--- src/rtl/sleep_counter.sv ---
module sleep_counter #(
  parameter int CNT_W  = 32,
  parameter int NSEL_W = 4
) (
  input  logic        clk,
  input  logic        rst_n,
  input  logic        rc_tick,
  input  logic        xtal_tick,
  input  logic        cpu_halted,
  input  logic        wr_en,
  input  logic        rd_en,
  input  logic [1:0]  addr,
  input  logic [31:0] wdata,
  output logic [31:0] rdata
);
  localparam int PRE_W = (1 << NSEL_W) - 1;
  localparam int HALF  = CNT_W / 2;

  logic              sel_q, dir_q, dbgp_q, en_q;
  logic [NSEL_W-1:0] div_q;
  logic              s1_q, run;
  logic [PRE_W-1:0]  pre_q, mask;
  logic [CNT_W-1:0]  cnt_q;
  logic [HALF-1:0]   hi_snap;
  logic              tick, hold, step, cnt_en, cfg_wr;
  logic [31:0]       cfg_img;
  logic              unused_bits;

  assign cfg_wr = wr_en && addr == 2'd0;
  assign tick   = sel_q ? xtal_tick : rc_tick;
  assign hold   = dbgp_q & cpu_halted;
  assign step   = tick & run & ~hold;
  assign mask   = ~({PRE_W{1'b1}} << div_q);
  assign cnt_en = step && ((pre_q & mask) == mask);
  assign unused_bits = ^{wdata[31:13], wdata[9:8], wdata[3:1]};

  always_ff @(posedge clk or negedge rst_n) begin
    if (!rst_n) begin
      sel_q  <= 1'b0;
      dir_q  <= 1'b0;
      div_q  <= '0;
      dbgp_q <= 1'b1;
      en_q   <= 1'b0;
    end else if (cfg_wr) begin
      en_q   <= wdata[11];
      dbgp_q <= wdata[10];
      if (!en_q) begin
        sel_q <= wdata[0];
        div_q <= wdata[4 +: NSEL_W];
        dir_q <= wdata[12];
      end
    end
  end

  always_ff @(posedge clk or negedge rst_n) begin
    if (!rst_n) begin
      s1_q <= 1'b0;
      run  <= 1'b0;
    end else if (tick) begin
      s1_q <= en_q;
      run  <= s1_q;
    end
  end

  always_ff @(posedge clk or negedge rst_n) begin
    if (!rst_n)      pre_q <= '0;
    else if (!run)   pre_q <= '0;
    else if (step)   pre_q <= pre_q + 1'b1;
  end

  always_ff @(posedge clk or negedge rst_n) begin
    if (!rst_n)      cnt_q <= '0;
    else if (cnt_en) cnt_q <= dir_q ? cnt_q - 1'b1 : cnt_q + 1'b1;
  end

  always_ff @(posedge clk or negedge rst_n) begin
    if (!rst_n)                      hi_snap <= '0;
    else if (rd_en && addr == 2'd2)  hi_snap <= cnt_q[CNT_W-1:HALF];
  end

  always_comb begin
    cfg_img = '0;
    cfg_img[0]               = sel_q;
    cfg_img[4 +: NSEL_W]     = div_q;
    cfg_img[10]              = dbgp_q;
    cfg_img[11]              = en_q;
    cfg_img[12]              = dir_q;
    case (addr)
      2'd0:    rdata = cfg_img;
      2'd1:    rdata = 32'(hi_snap);
      2'd2:    rdata = 32'(cnt_q[HALF-1:0]);
      default: rdata = 32'd0;
    endcase
  end
endmodule

--- config.mk ---
export PLATFORM = sky130hd
export DESIGN_NAME = sleep_counter
export DESIGN_NICKNAME = d
export VERILOG_FILES = /design/src/rtl/sleep_counter.sv
export SDC_FILE = /design/constraint.sdc
export NUM_CORES = 1
export LEC_CHECK = 0
export BUFFER_PORTS_ARGS = -buffer_cell sky130_fd_sc_hd__clkbuf_2
export CAP_MARGIN = 10
export CORE_MARGIN = 2
export CORE_UTILIZATION = 43
export CTS_BUF_LIST = sky130_fd_sc_hd__clkbuf_8
export DETAILED_ROUTE_END_ITERATION = 10
export PLACE_DENSITY = 0.72
export SLEW_MARGIN = 25
export SYNTH_ARGS = -nofsm -noshare
export SYNTH_HDL_FRONTEND = slang
export SYNTH_SLANG_ARGS = --single-unit
--- constraint.sdc ---
create_clock -name clk -period 3.17 [get_ports clk]
set_input_delay 0 -clock clk [delete_from_list [all_inputs] [get_ports clk]]
set_output_delay 0 -clock clk [all_outputs]
set_load 0.05 [all_outputs]
==> out/metrics.csv <==
metric;value;unit
synth.largest_area_cell;sky130_fd_sc_hd__dfrtp_1;
end_kind;flop;
finalClockSkew;0.0126;ns
antenna_diode_count;0;
cp_data_arrival_time;3.20;ns
floorplan.initialDensity;43.8;%
route.final.wire_length;11100;um
cp_num_buf_inv;2;
report.final.setup_viol;0;
fmax;0.337;GHz
final-instance-count-excl-fill;721;
drc;0;
grt_busiest_layer;met2;
clock_sink_count;73;
crit_path_cell_trace;buf_4, buf_6, ha_1, a21o_1, a21o_1, a21oi_1, o211ai_1, a31oi_2, o21a_1, o21ai_0, xnor2_1, o21ai_0;
syn_inst_count;534;
area_delta_synth_final;11.7;%
detailedRoute.firstIterationViolations;122;
max-clock-path-buffers;2;
post_route_hold_slack;0.0622;ns
post_synth_top_area_share;36.3;%
synthArstFlopShare;100;%
synth-warning-count;0;
detail_route.wl_per_cell;15.4;um
grt_util_all_layers;18.1;%
grtUsageMet3;4.35;%
cap_viol_max_count;0;
insertion_delay;0.35;ns
grt_first_pass_wirelength;18600;um
antenna_violations_before_repair;0;
dr.pass1.iters;4;
core_area;0.0113;mm^2
crit_path_top_delay_cell;sky130_fd_sc_hd__ha_1;
result_of_the_run;finished, final reports clean;
clock_tree.root_cell;sky130_fd_sc_hd__clkbuf_8;
die-height;111;um
port_buffers;32;
timing_worst_slew_pin_value;0.709;ns
time_the_final_worst_path_needs_with_i_o_delays_and_setup;2.97;ns
max-vdd-ir-drop;344;uV
crit_family;compound AO/OA/AOI/OAI gates;
vias_in_the_first_global_route;3965;
fp.dieW;111;um
tritoncts;built;
cellPowerDensity;591;mW/mm^2
cts_made_buffers;9;
synth_ff_type;sky130_fd_sc_hd__dfrtp_1;
synth.cell_area;0.00496;mm^2
relSlewSlack;52.6;%
report.power.total;3280;uW
post-dp-hpwl;8070;um
synth-edff-count;0;
slew_violations;0;
global_route.overflow_total;0;
hold_viol;0;
fin_util;48.9;%
cts.clk_slew.worst_paths;0.08;ns
die-area;0.0124;mm^2
crit_path_kind;reg -> reg;
yosysMostFrequentCell;sky130_fd_sc_hd__dfrtp_1;
yosys_register_bits;73;
critical_path.max_stage_delay;0.41;ns
nets;646;
layout-drive-gt1-share;15.6;%
io_pins;73;
routabilityCongestion;0.911;
cts_htree_levels;3;
placed_cells_incl_taps;695;
postCtsSetupBuffers;0;
syn_area_per_cell;9.29;um^2
synth.top_cells.by_count;72 x sky130_fd_sc_hd__dfrtp_1, 65 x sky130_fd_sc_hd__nand2_1, 49 x sky130_fd_sc_hd__o21ai_0;
grt_start_max_net_pins;74;
gr-usage-met2;30.0;%
worstHoldPathType;in -> async;
cp-start-kind;flop;
p_leak;0.00266;uW
ys_top_cells_by_area;sky130_fd_sc_hd__dfrtp_1 36%, sky130_fd_sc_hd__ha_1 7.8%, sky130_fd_sc_hd__mux2_2 6.4%, sky130_fd_sc_hd__o21ai_0 4.9%, sky130_fd_sc_hd__nand2_1 4.9%;
viasPerCell;5.57;
fin_crit_sh;93.7;%
grt_use_met1;23.5;%
cp_max_fo;26;
ys_seq_area_share;36.9;%
routed-via-count;4019;
worst-endpoint-required;3.40;ns
post_synth_num_cell_types;53;
row_count;39;
ant_nets;0;
==> kinds of logic (layout without fill, tap and decap cells) <==
| kind of cell | after synthesis | count (layout) | synth area share [%] |
|---|---|---|---|
| and+or+nand+nor | 158 | 158 | 16.0 |
| AOI/OAI and AO/OA | 148 | 148 | 18.8 |
| DFF | 73 | 73 | 36.9 |
| buffers and inverters | 44 | 73 | 4.59 |
| xor gates and xnor gates | 40 | 40 | 7.06 |
| muxes | 38 | 38 | 8.38 |
| adders and majority gates | 32 | 32 | 8.22 |
| other | 1 | 16 | 0.0756 |
==> registers in the layout (all words and copies together), names as in the netlist <==
| name | cells |
|---|---|
| cnt_q | 32 |
| dbgp_q | 1 |
| dir_q | 1 |
| div_q | 4 |
| en_q | 1 |
| hi_snap | 16 |
| pre_q | 15 |
| run | 1 |
| s1_q | 1 |
| sel_q | 1 |
==> final timing paths <==
check	end	slack [ns]	start	depth (start not counted)
worst max-delay path	cnt_q[26]	0.20	dir_q	12
worst min-delay path	run	0.06	rst_n	2
worst max register to register	cnt_q[26]	0.20	dir_q	12
worst min register to register	run	0.51	s1_q	1
max in group asynchronous	dbgp_q	2.51	rst_n	3
min in group clk	pre_q[1]	0.10	cpu_halted	4
==> timing repair <==
| item | in CTS | in global routing |
|---|---|---|
| gates resized for setup | 0 | 5 |
| endpoints found under the setup margin | 0 | 4 |
| hold buffers | 9 | 0 |
| endpoints found under the hold margin | 80 | 0 |
==> metrics by stage <==
| step | instance area (um^2) | TNS, ns | setup slack, ns |
|---|---|---|---|
| after floorplan | 5020 | 0 | 0.186 |
| after detailed placement | 5210 | 0 | 0.185 |
| final | 5540 | 0 | 0.200 |
| after CTS | 5490 | 0 | 0.141 |
| after global placement | 5210 | 0 | 0.250 |
| after global routing | 5540 | -0.0706 | -0.0414 |
==> area by class of cell <==
cell class	count	area (um^2)
clock buffer	10	138
clock inverter	6	51.3
multi-input combinational	432	2980
timing repair buffer	49	337
sequential	73	1830
tap	143	179
inverter	8	30.0
fill	1039	5780
==> power by group <==
part / total (uW) / internal (uW) / switching [uW]
clock network: 723 / 374 / 349
logic: 1340 / 528 / 816
registers: 1210 / 1060 / 152
==> cell usage in the layout (no fill, tap or decap), types with 9 or more instances in the layout <==
cell type / synthesis / layout
sky130_fd_sc_hd__ha_1: 31 / 31
sky130_fd_sc_hd__nor2b_1: 10 / 10
sky130_fd_sc_hd__dfrtp_1: 72 / 72
sky130_fd_sc_hd__clkbuf_8: 0 / 10
sky130_fd_sc_hd__o21ai_0: 49 / 49
sky130_fd_sc_hd__mux2i_1: 10 / 10
sky130_fd_sc_hd__conb_1: 1 / 16
sky130_fd_sc_hd__nand3_1: 16 / 16
sky130_fd_sc_hd__dlygate4sd3_1: 0 / 9
sky130_fd_sc_hd__a21o_1: 18 / 18
sky130_fd_sc_hd__xor2_1: 17 / 17
sky130_fd_sc_hd__inv_1: 7 / 10
sky130_fd_sc_hd__nor2_1: 16 / 16
sky130_fd_sc_hd__a21oi_1: 29 / 29
sky130_fd_sc_hd__clkbuf_2: 0 / 31
sky130_fd_sc_hd__xnor2_1: 23 / 23
sky130_fd_sc_hd__mux2_2: 28 / 28
sky130_fd_sc_hd__nand2_1: 65 / 65
sky130_fd_sc_hd__and2_1: 17 / 17
==> layer usage <==
metal,wire [um],up-vias,share of wire [%]
met5,0,-,0
met1,5040,1949,45
met3,434,22,3.9
met4,193,0,1.7
li1,-,1973,-
met2,5430,75,49
No activity file was read; power rests on OpenSTA's default activity.
